[src/rtl/rbi_pkg.sv]
package rbi_pkg;
  // Per-bit result from the sample accumulator.
  typedef struct packed {
    logic dec;  // polarity decision
    logic bad;  // balance outside limits
  } rbi_verdict_t;

  typedef enum logic [0:0] {
    PATH_POL = 1'b0,
    PATH_ALT = 1'b1
  } rbi_path_e;
endpackage

[src/rtl/rbi_accum.sv]
module rbi_accum
  import rbi_pkg::*;
#(
  parameter int SPB     = 48,
  parameter int BAD_LIM = 40
) (
  input  logic         clk,
  input  logic         rst,
  input  logic         smp_stb,
  input  logic         smp_sign,
  input  logic         bit_stb,
  output rbi_verdict_t verdict
);
  localparam int CW   = $clog2(SPB + 1);
  localparam int HALF = SPB / 2;

  logic [CW-1:0] idx_q;   // samples taken this period
  logic [CW-1:0] pos_q;   // positive samples
  logic [CW-1:0] agr_q;   // samples matching a 1 symbol
  logic [CW-1:0] neg_w;
  logic          match_w;

  always_comb begin
    neg_w       = idx_q - pos_q;
    verdict.dec = ({agr_q, 1'b0} > {1'b0, idx_q});
    verdict.bad = (pos_q > CW'(BAD_LIM)) || (neg_w > CW'(BAD_LIM));
    match_w     = (idx_q < CW'(HALF)) ? smp_sign : ~smp_sign;
  end

  always_ff @(posedge clk) begin
    if (rst) begin
      idx_q <= '0;
      pos_q <= '0;
      agr_q <= '0;
    end else if (bit_stb) begin
      // coincident sample opens the new period as index 0
      idx_q <= CW'(smp_stb);
      pos_q <= CW'(smp_stb & smp_sign);
      agr_q <= CW'(smp_stb & smp_sign);
    end else if (smp_stb && (idx_q < CW'(SPB))) begin
      idx_q <= idx_q + 1'b1;
      pos_q <= pos_q + CW'(smp_sign);
      agr_q <= agr_q + CW'(match_w);
    end
  end

  p_idx_bound_r10: assert property (@(posedge clk) disable iff (rst)
    idx_q <= CW'(SPB));
  p_full_hold_r10: assert property (@(posedge clk) disable iff (rst)
    (smp_stb && !bit_stb && idx_q == CW'(SPB)) |=> (idx_q == CW'(SPB)) && $stable(pos_q));
  p_restart_r10: assert property (@(posedge clk) disable iff (rst)
    bit_stb |=> idx_q == CW'($past(smp_stb)));
endmodule

[src/rtl/rbi_diff.sv]
module rbi_diff (
  input  logic clk,
  input  logic rst,
  input  logic stb,
  input  logic din,
  output logic dout
);
  logic prev_q;

  assign dout = din ^ prev_q;

  always_ff @(posedge clk) begin
    if (rst)      prev_q <= 1'b0;
    else if (stb) prev_q <= din;
  end

  p_prev_load_r4: assert property (@(posedge clk) disable iff (rst)
    stb |=> prev_q == $past(din));
  p_prev_hold_r5: assert property (@(posedge clk) disable iff (rst)
    !stb |=> $stable(prev_q));
endmodule

[src/rtl/rbi_select.sv]
module rbi_select
  import rbi_pkg::*;
(
  input  logic pol_d,
  input  logic alt_d,
  input  logic bad,
  input  logic src_sel,
  input  logic auto_sel,
  input  logic qual_sel,
  output logic dat_n,
  output logic qual_n
);
  rbi_path_e path;

  always_comb begin
    if (auto_sel) path = bad ? PATH_ALT : PATH_POL;
    else          path = src_sel ? PATH_ALT : PATH_POL;
    dat_n  = (path == PATH_ALT) ? alt_d : pol_d;
    qual_n = qual_sel ? (pol_d ^ alt_d) : bad;
  end
endmodule

[src/rtl/rbi_bit_integrator.sv]
module rbi_bit_integrator
  import rbi_pkg::*;
#(
  parameter int SPB     = 48,
  parameter int BAD_LIM = 40
) (
  input  logic clk,
  input  logic rst,
  input  logic smp_stb,
  input  logic smp_sign,
  input  logic bit_stb,
  input  logic alt_bit,
  input  logic src_sel,
  input  logic auto_sel,
  input  logic qual_sel,
  output logic dat_o,
  output logic qual_o,
  output logic vld_o
);
  localparam int NPATH = 2;

  rbi_verdict_t     verdict;
  logic [NPATH-1:0] path_din;
  logic [NPATH-1:0] path_dout;
  logic             dat_n;
  logic             qual_n;

  rbi_accum #(.SPB(SPB), .BAD_LIM(BAD_LIM)) u_accum (
    .clk      (clk),
    .rst      (rst),
    .smp_stb  (smp_stb),
    .smp_sign (smp_sign),
    .bit_stb  (bit_stb),
    .verdict  (verdict)
  );

  assign path_din[PATH_POL] = verdict.dec;
  assign path_din[PATH_ALT] = alt_bit;

  for (genvar g = 0; g < NPATH; g++) begin : g_path
    rbi_diff u_diff (
      .clk  (clk),
      .rst  (rst),
      .stb  (bit_stb),
      .din  (path_din[g]),
      .dout (path_dout[g])
    );
  end

  rbi_select u_sel (
    .pol_d    (path_dout[PATH_POL]),
    .alt_d    (path_dout[PATH_ALT]),
    .bad      (verdict.bad),
    .src_sel  (src_sel),
    .auto_sel (auto_sel),
    .qual_sel (qual_sel),
    .dat_n    (dat_n),
    .qual_n   (qual_n)
  );

  always_ff @(posedge clk) begin
    if (rst) begin
      dat_o  <= 1'b0;
      qual_o <= 1'b0;
      vld_o  <= 1'b0;
    end else begin
      vld_o <= bit_stb;
      if (bit_stb) begin
        dat_o  <= dat_n;
        qual_o <= qual_n;
      end
    end
  end

  p_vld_pulse_r9: assert property (@(posedge clk) disable iff (rst)
    bit_stb |=> vld_o);
  p_vld_quiet_r9: assert property (@(posedge clk) disable iff (rst)
    !bit_stb |=> !vld_o);
  p_out_hold_r9: assert property (@(posedge clk) disable iff (rst)
    !bit_stb |=> $stable(dat_o) && $stable(qual_o));
  p_auto_swap_r7: assert property (@(posedge clk) disable iff (rst)
    (bit_stb && auto_sel) |=>
      dat_o == ($past(verdict.bad) ? $past(path_dout[PATH_ALT]) : $past(path_dout[PATH_POL])));
  p_qual_xor_r8: assert property (@(posedge clk) disable iff (rst)
    (bit_stb && qual_sel) |=>
      qual_o == ($past(path_dout[PATH_POL]) ^ $past(path_dout[PATH_ALT])));
endmodule

[config.mk]
export PLATFORM = sky130hd
export DESIGN_NAME = rbi_bit_integrator
export DESIGN_NICKNAME = d
export VERILOG_FILES = /design/src/rtl/rbi_pkg.sv /design/src/rtl/rbi_accum.sv /design/src/rtl/rbi_diff.sv /design/src/rtl/rbi_select.sv /design/src/rtl/rbi_bit_integrator.sv
export SDC_FILE = /design/constraint.sdc
export NUM_CORES = 1
export LEC_CHECK = 0
export BUFFER_PORTS_ARGS = -buffer_cell sky130_fd_sc_hd__clkbuf_2
export CAP_MARGIN = 25
export CORE_MARGIN = 3
export CORE_UTILIZATION = 60
export CTS_BUF_LIST = sky130_fd_sc_hd__clkbuf_8
export DETAILED_ROUTE_END_ITERATION = 6
export GPL_ROUTABILITY_DRIVEN = 0
export PLACE_DENSITY = 0.77
export SYNTH_ARGS = -nofsm -noshare
export SYNTH_HDL_FRONTEND = slang
export SYNTH_HIERARCHICAL = 1
export SYNTH_SLANG_ARGS = --single-unit
[constraint.sdc]
create_clock -name clk -period 7.8 [get_ports clk]
set_input_delay 1.17 -clock clk [delete_from_list [all_inputs] [get_ports clk]]
set_output_delay 1.17 -clock clk [all_outputs]
set_load 0.02 [all_outputs]
* Yosys cells after proc, flatten, opt, wreduce, memory -nomap -nowiden
Index checks and enable logic that the tools add are counted.
** Cells by class
- Add/subtract/negate cells :: 4
- Magnitude comparators :: 5
- Muxes and demuxes :: 12
- Bitwise logic cells :: 5
- Reduce and logical (&&, ||, !) cells :: 4
** Operator list (number)
- 2-to-1 mux 6 bit :: 4
- adder 6 x 1 -> 6 bit :: 2
- greater-than comparator 6 bit, second input constant :: 2
- 2-to-1 mux 1 bit :: 8
- greater-than comparator 7 x 6 -> 1 bit :: 1
- adder 6 x 1 -> 6 bit, second input constant :: 1
- < comparator 6 x 5 -> 1 bit, second input constant :: 1
- < comparator 6 bit, second input constant :: 1
- subtractor 6 bit :: 1
- bitwise XOR 1 bit :: 3
- nonzero test 2 bit :: 1
- OR reduction 2 bit :: 1
- AND 1 bit :: 1
- logical AND 1 bit :: 1
- logical OR 1 bit :: 1
- NOT 1 bit :: 1
** Storage, ports and cells
- Register bits after elaboration :: 23
- Bits of input ports :: 9
- Output and inout bits :: 3
- Logic and storage cells :: 39

* Depth between registers and ports, before layout
Gate-level depths: netlist (run 1).
- Depth after elaboration :: 6
- Mapped depth :: 12
- Depth with buffers taken out :: 12

* Hierarchy
The synthesis (run 1) kept the hierarchy.
** Modules (own cells, without submodules)
- rbi_accum :: instances 1, cells an instance 137, area each 1171.1 um^2
- rbi_bit_integrator :: instances 1, cells an instance 8, area each 93.8 um^2
- rbi_diff :: instances 2, cells an instance 4, area each 42.5 um^2
- rbi_select :: instances 1, cells an instance 5, area each 38.8 um^2

* Worst setup path after synthesis (run 1)
OpenSTA, ideal clock, no wires.
- Kind :: flip-flop to flip-flop
- Start :: register u_accum.idx_q[0]
- End :: register dat_o
- Library setup time :: 114 ps
- Data arrival time :: 2354 ps
- Data required time :: 7686 ps
- Path slack :: 5332 ps
- Cell stages (with the launch flop) :: 13
- Path buffers :: 0
- Clock period less this slack :: 2468 ps
- Cell sequence :: dfxtp_1 -> inv_1 -> ha_1 -> fa_1 -> nand2b_1 -> a21oi_1 -> xor2_1 -> a21oi_1 -> o31ai_1 -> mux2i_1 -> mux2_1 -> mux2i_1 -> nor2_1
** RTL lines
- start: declaration :: RTL line rbi_accum.sv:17 : logic [CW-1:0] idx_q;
- start signal: assignment :: RTL line rbi_accum.sv:37 : idx_q <= CW'(smp_stb);
- start signal: assignment :: RTL line rbi_accum.sv:41 : idx_q <= idx_q + 1'b1;
- end signal: assignment :: RTL line rbi_bit_integrator.sv:69 : dat_o <= dat_n;
- end: declaration :: RTL line rbi_bit_integrator.sv:16 : output logic dat_o,

==> results of run 1 <==
-- path summary, 6_finish.rpt --
path,end,startpoint,depth (start not counted),slack (ns)
max reg2reg,dat_o,u_accum/idx_q[0],12,5.09
max,dat_o,u_accum/idx_q[0],12,5.09
min,u_accum/agr_q[5],u_accum/agr_q[5],2,0.51
min reg2reg,u_accum/agr_q[5],u_accum/agr_q[5],2,0.51
-- synthesized netlist by cell type, drive strengths merged --
master / n
ha: 15
or3b: 1
a21o: 3
or2: 1
clkbuf: 2
nor2b: 2
nand2: 6
nand4: 6
o21bai: 1
o31a: 1
a211oi: 2
fa: 1
nor3b: 1
or3: 2
o31ai: 1
dfxtp: 23
inv: 10
nor3: 5
a21boi: 1
xor2: 8
a31oi: 2
xnor2: 9
nand2b: 3
nor2: 24
o21ai: 5
mux2: 1
a21oi: 10
buf: 2
o21a: 3
mux2i: 6
nand3: 1
-- cell families (layout without fill, tap and decap cells) --
| kind of cell | count (synthesis) | count (layout) | synth area share (%) |
|---|---|---|---|
| AO/OA/AOI/OAI | 29 | 29 | 13.7 |
| XOR/XNOR | 17 | 17 | 10.7 |
| adder cells (fa/ha/maj) | 16 | 16 | 15.0 |
| buffers and inverters | 14 | 25 | 3.96 |
| flip-flops | 23 | 23 | 33.2 |
| multiplexers | 7 | 7 | 5.14 |
| AND/OR/NAND/NOR | 52 | 52 | 18.4 |
-- registers in the layout, indices dropped and copies added (netlist names) --
name,count
u_accum/agr_q,6
u_accum/idx_q,6
u_accum/pos_q,6
g_path.u_diff/prev_q,2
dat_o,1
qual_o,1
vld_o,1
-- report_power, final --
group | internal [W] | total (W) | switching, W
registers | 0.000121 | 0.000124 | 0.00000288
logic | 0.0000164 | 0.0000354 | 0.0000190
clock network | 0.0000356 | 0.0000742 | 0.0000386
total | 0.000173 | 0.000233 | 0.0000604
-- layout by cell type, fill, tap and decap left out, drive strengths merged, types with 6 or more instances in the layout --
cell	count
nand4	6
xnor2	9
mux2i	6
ha	15
dfxtp	23
inv	10
xor2	8
a21oi	10
nand2	6
clkbuf	14
nor2	24
-- stage by stage --
stage / hold WS [ns] / setup slack [ns] / util (%)
final: 0.506 / 5.09 / 72.4
after global routing: 0.540 / 4.91 / 72.4
after CTS: 0.511 / 5.08 / 72.4
after floorplan: 0.455 / 5.33 / -
after detailed placement: 0.491 / 5.14 / 70.1
after global placement: 0.472 / 5.21 / 70.1
-- metal layers --
layer	share of wire, %	wire length, um	up-vias
met5	0	0	-
met4	1.3	34	0
met3	2.9	76	7
li1	-	-	563
met1	50	1330	506
met2	46	1230	20
-- worst max-delay path, delay by kind of cell, from the launching register on --
family                     cells  cell delay, ns
DFF                            1            0.39
buffers and inverters          1            0.09
xor gates and xnor gates       1            0.16
and+or+nand+nor                2            0.21
AOI/OAI and AO/OA              3            0.50
adders and majority gates      2            0.65
muxes                          3            0.61
-- final cells by class --
cell class	count	area [sq um]	share of cell area (%)
well taps	27	33.8	2.24
clock inverters	1	5.00	0.332
clock buffers	3	41.3	2.74
multi-input cells	121	873	58.0
flip-flops and latches	23	460	30.6
inverters	10	37.5	2.49
repair buffers	11	55.1	3.65
==> flow_metrics.env, run 1 <==
export IMPL_end_kind="register"
export IMPL_min_path_type="reg -> reg"
export IMPL_first_iter_violations=13
export IMPL_clkTransAtPathRegs_ns=0.09
export IMPL_ys_top_cells_by_area="dfxtp_1 33%, ha_1 14%, nor2_1 6.2%"
export IMPL_drcViolationCount=0
export IMPL_synth_nets=183
export IMPL_grtUsageMet3_pct=3.88
export IMPL_slew_viol_final=0
export IMPL_routedWlPerCell_um=13.6
export IMPL_fin_area_sq_um=1510
export IMPL_grt_pass1_wl_um=4410
export IMPL_dr_pass1_iters=4
export IMPL_setup_tns_ns=0
export IMPL_syn_avg_cell_area_sq_um=8.79
export IMPL_h_tree_depth=1
export IMPL_clockBufferDepth=2
export IMPL_yosysTopAreaCell="dfxtp_1"
export IMPL_avgViaCountPerCell=5.59
export IMPL_rsz0062_at_grt="no"
export IMPL_fin_skew_ns=0.00767
export IMPL_grt_util_all_layers_pct=20.9
export IMPL_p_per_area_nw_per_um2=155
export IMPL_hpwl_um=1960
export IMPL_setup_viol=0
export IMPL_cts_sinks=23
export IMPL_syn_to_final_growth_pct=8.47
export IMPL_dpl_cell_count=192
export IMPL_leakage_nw=0.626
export IMPL_synth_cell_area_sq_um=1390
export IMPL_use_met1_pct=27.5
export IMPL_crit_path_start_kind="register"
export IMPL_die_h_um=54.1
export IMPL_vias=1096
export IMPL_ys_warn_count=6
export IMPL_grt_pass1_vias=1017
export IMPL_syn_inst=158
export IMPL_fin_cells=196
export IMPL_synth_top_area_share_pct=33.2
export IMPL_antenna_left=0
export IMPL_cts_resized=0
export IMPL_worstMarginPinSlew_ns=0.513
export IMPL_cts_root_buf="clkbuf_8"
export IMPL_cts_tree="done"
export IMPL_path_cells="inv_1, ha_1, fa_1, nand2b_1, a21oi_1, xor2_1, a21oi_1, o31ai_1, mux2i_1, mux2_1, mux2i_1, nor2_1"
export IMPL_die_x_um=54.1
export IMPL_ys_seq_area_share_pct=33.2
export IMPL_nets=195
export IMPL_crit_path_max_fanout=5
export IMPL_grt_max_degree=20
export IMPL_wirelength_um=2660
export IMPL_vdd_drop_max_v=0.000118
export IMPL_min_period_ns=2.71
export IMPL_power_w=0.000233
export IMPL_placed_area_sq_um=1460
export IMPL_portBuffers=11
export IMPL_grt_overflow=0
export IMPL_cp_required_ns=7.96
export IMPL_cts_hold_buffers=0
export IMPL_core_rowCount=16
export IMPL_worst_path_max_delay_cell="fa_1"
export IMPL_relSlewSlack_pct=65.7
export IMPL_diodes=0
export IMPL_pin_count=12
export IMPL_cts_made_buffers=3
export IMPL_drive_above_1_share_pct=11.8
export IMPL_nFillCells=173
export IMPL_cap_violations=0
export IMPL_critPathMaxStageDelay_ns=0.41
export IMPL_fmax_mhz=369
export IMPL_top_usage_layer="met2"
export IMPL_start_util_pct=66.7
export IMPL_die_area_sq_um=2930
export IMPL_clkLatencyLatePin_ns=0.26
export IMPL_ys_ff_latch=23
export IMPL_worstPathArrival_ns=2.87
export IMPL_post_cts_repair_setup_buffers=0
export IMPL_hold_violations=0
export IMPL_status="finished, final reports clean"
export IMPL_grtUsageMet2_pct=33.5
export IMPL_finalCritPeriodShare_pct=34.8
export IMPL_worstSetupPathType="reg -> reg"
export IMPL_yosysUniqueCellTypes=33
export IMPL_core_area_sq_um=2080
export IMPL_antenna_found_initial=0
Note: power is estimated with default switching activity, not from simulation.
==> run 2, diff against run 1 <==
--- a/config.mk
+++ b/config.mk
@@ -8,11 +8,11 @@
 export BUFFER_PORTS_ARGS = -buffer_cell sky130_fd_sc_hd__clkbuf_2
 export CAP_MARGIN = 25
 export CORE_MARGIN = 3
-export CORE_UTILIZATION = 60
+export CORE_UTILIZATION = 55
 export CTS_BUF_LIST = sky130_fd_sc_hd__clkbuf_8
 export DETAILED_ROUTE_END_ITERATION = 6
 export GPL_ROUTABILITY_DRIVEN = 0
-export PLACE_DENSITY = 0.77
+export PLACE_DENSITY = 0.74
 export SYNTH_ARGS = -nofsm -noshare
 export SYNTH_HDL_FRONTEND = slang
 export SYNTH_HIERARCHICAL = 1
==> constraint.sdc (replaced) <==
create_clock -name clk -period 2.4 [get_ports clk]
set_input_delay 0.36 -clock clk [delete_from_list [all_inputs] [get_ports clk]]
set_output_delay 0.36 -clock clk [all_outputs]
set_load 0.02 [all_outputs]
==> run 2 against run 1 <==
  * The run now ends with setup timing left
  * Routed wire length rose by 16%
  * Worst setup slack worse by 5.1 ns
  * Count of clock-buffer cells in the layout is the same
  * Via count up 5.0%
  * First-iteration DRC count increased by 120%
  * Flip-flop and latch count is the same
  * Critical path depth unchanged
  * Cell count is 6.1% higher
  * Critical path type unchanged
==> flow_metrics.env, run 2 (synthesis results as in run 1) <==
export IMPL_critPathMaxStageDelay_ns=0.35
export IMPL_register_area_sq_um=469
export IMPL_reg_top3="u_accum/agr_q (6), u_accum/idx_q (6), u_accum/pos_q (6)"
export IMPL_cap_violations=0
export IMPL_path_cells="inv_2, ha_4, fa_2, nand2b_4, a21oi_2, xor2_1, a21oi_2, o31ai_4, mux2i_1, mux2_1, mux2i_1, nor2_1"
export IMPL_violations="setup timing"
export IMPL_slew_viol_final=0
export IMPL_leakage_nw=0.709
export IMPL_vdd_drop_max_v=0.000363
export IMPL_layout_commonest_cell="nor2_1"
export IMPL_clkTransAtPathRegs_ns=0.08
export IMPL_p_per_area_nw_per_um2=473
export IMPL_cts_made_buffers=3
export IMPL_fin_cells=208
export IMPL_core_area_sq_um=2300
export IMPL_h_tree_depth=1
export IMPL_worst_path_max_delay_cell="fa_2"
export IMPL_status="complete, but fails checks"
export IMPL_layout_common_cells="23 x nor2_1, 18 x dfxtp_1, 13 x ha_1"
export IMPL_cp_required_ns=2.56
export IMPL_min_period_ns=2.44
export IMPL_worstSetupPathType="reg -> reg"
export IMPL_cts_sinks=23
export IMPL_antenna_left=0
export IMPL_dr_pass1_iters=4
export IMPL_setup_viol=1
export IMPL_grt_pass1_vias=1167
export IMPL_end_kind="register"
export IMPL_hold_violations=0
export IMPL_worstMarginPinSlew_ns=0.383
export IMPL_cts_hold_buffers=0
export IMPL_wirelength_um=3080
export IMPL_grt_max_degree=16
export IMPL_cts_root_buf="clkbuf_8"
export IMPL_portBuffers=11
export IMPL_place_ws_ns=-0.0977
export IMPL_die_x_um=56.3
export IMPL_cts_tree="done"
export IMPL_finalCritPeriodShare_pct=102
export IMPL_crit_path_max_fanout=2
export IMPL_r2r_slack_ns=-0.04
export IMPL_worst_slack_ns=-0.0427
export IMPL_relSlewSlack_pct=74.4
export IMPL_clkLatencyLatePin_ns=0.26
export IMPL_routedWlPerCell_um=14.8
export IMPL_nFillCells=172
export IMPL_drcViolationCount=0
export IMPL_worstPathArrival_ns=2.60
export IMPL_die_h_um=56.3
export IMPL_dpl_cell_count=202
export IMPL_grt_overflow=0
export IMPL_setup_tns_ns=-0.0427
export IMPL_crit_path_start_kind="register"
export IMPL_reg2regPathDepth=12
export IMPL_antenna_found_initial=0
export IMPL_drive_above_1_share_pct=27.2
export IMPL_start_util_pct=60.5
export IMPL_multiInputGateArea_sq_um=952
export IMPL_fmax_mhz=409
export IMPL_hold_depth=3
export IMPL_pin_count=12
export IMPL_grt_pass1_wl_um=4970
export IMPL_nets=206
export IMPL_rsz0062_at_grt="yes"
export IMPL_fin_skew_ns=0.00237
export IMPL_diodes=0
export IMPL_die_area_sq_um=3160
export IMPL_core_rowCount=17
export IMPL_hpwl_um=2110
export IMPL_clockBufferDepth=2
export IMPL_post_route_util_pct=73.2
export IMPL_r2r_start="u_accum/idx_q[0]"
export IMPL_rr_endpoint="dat_o"
export IMPL_syn_to_final_growth_pct=21.1
export IMPL_vias=1151
export IMPL_min_path_type="in -> reg"
export IMPL_grt_util_all_layers_pct=19.2
export IMPL_min_to="u_accum/idx_q[0]"
export IMPL_holdWs_ns=0.372
export IMPL_avgViaCountPerCell=5.53
export IMPL_hold_path_startpoint="smp_stb"
export IMPL_first_iter_violations=29
-- run 2: worst max path at each step --
stage                                 from  depth (start not counted)    end
final                     u_accum/idx_q[0]                         12  dat_o
after global routing      u_accum/pos_q[2]                         11  dat_o
after CTS                 u_accum/idx_q[0]                         12  dat_o
after detailed placement  u_accum/idx_q[0]                         12  dat_o
after global placement    u_accum/idx_q[0]                         12  dat_o
after floorplan           u_accum/idx_q[0]                         12  dat_o
-- run 2: area by class of cell --
cell class / count / share of cell area, %
flip-flops and latches: 23 / 27.9
clock inverters: 1 / 0.298
inverters: 10 / 2.23
well taps: 28 / 2.08
clock buffers: 3 / 2.46
repair buffers: 22 / 8.41
multi-input cells: 121 / 56.6
-- run 2: worst max-delay path: cells and delay by family (launching register included) --
kind	cells	cell delay, ns
muxes	3	0.56
adders and majority gates	2	0.51
AOI/OAI and AO/OA	3	0.46
DFF	1	0.34
xor gates and xnor gates	1	0.21
and+or+nand+nor	2	0.20
buffers and inverters	1	0.05
-- run 2: through the flow --
stage | power (W) | cell area (sq um)
final | 0.000795 | 1680
after global placement | 0.000529 | 1540
after CTS | 0.000784 | 1630
after global routing | 0.000832 | 1680
after floorplan | 0.000494 | 1400
after detailed placement | 0.000534 | 1540
-- run 2: timing repair --
item,in CTS,in global routing
buffers inserted,3,0
pin swaps,6,12
resized for setup,5,15
endpoints found under the setup margin,1,2
-- run 2: where the power goes --
part / total [W] / switching, W / internal (W) / leakage, nW
sequential: 0.000400 / 0.00000827 / 0.000392 / 0.189
combinational: 0.000151 / 0.0000774 / 0.0000738 / 0.495
clock: 0.000243 / 0.000127 / 0.000116 / 0.0255
total: 0.000795 / 0.000213 / 0.000581 / 0.709
-- run 2: metal layers --
metal / part of all wire, % / track usage (%) / vias up / wire [um]
met4: 0.39 / 6.44 / 0 / 12
li1: - / - / 587 / -
met3: 1.4 / 2.76 / 2 / 44
met5: 0 / 0 / - / 0
met1: 48 / 24.3 / 553 / 1480
met2: 50 / 33.2 / 9 / 1540
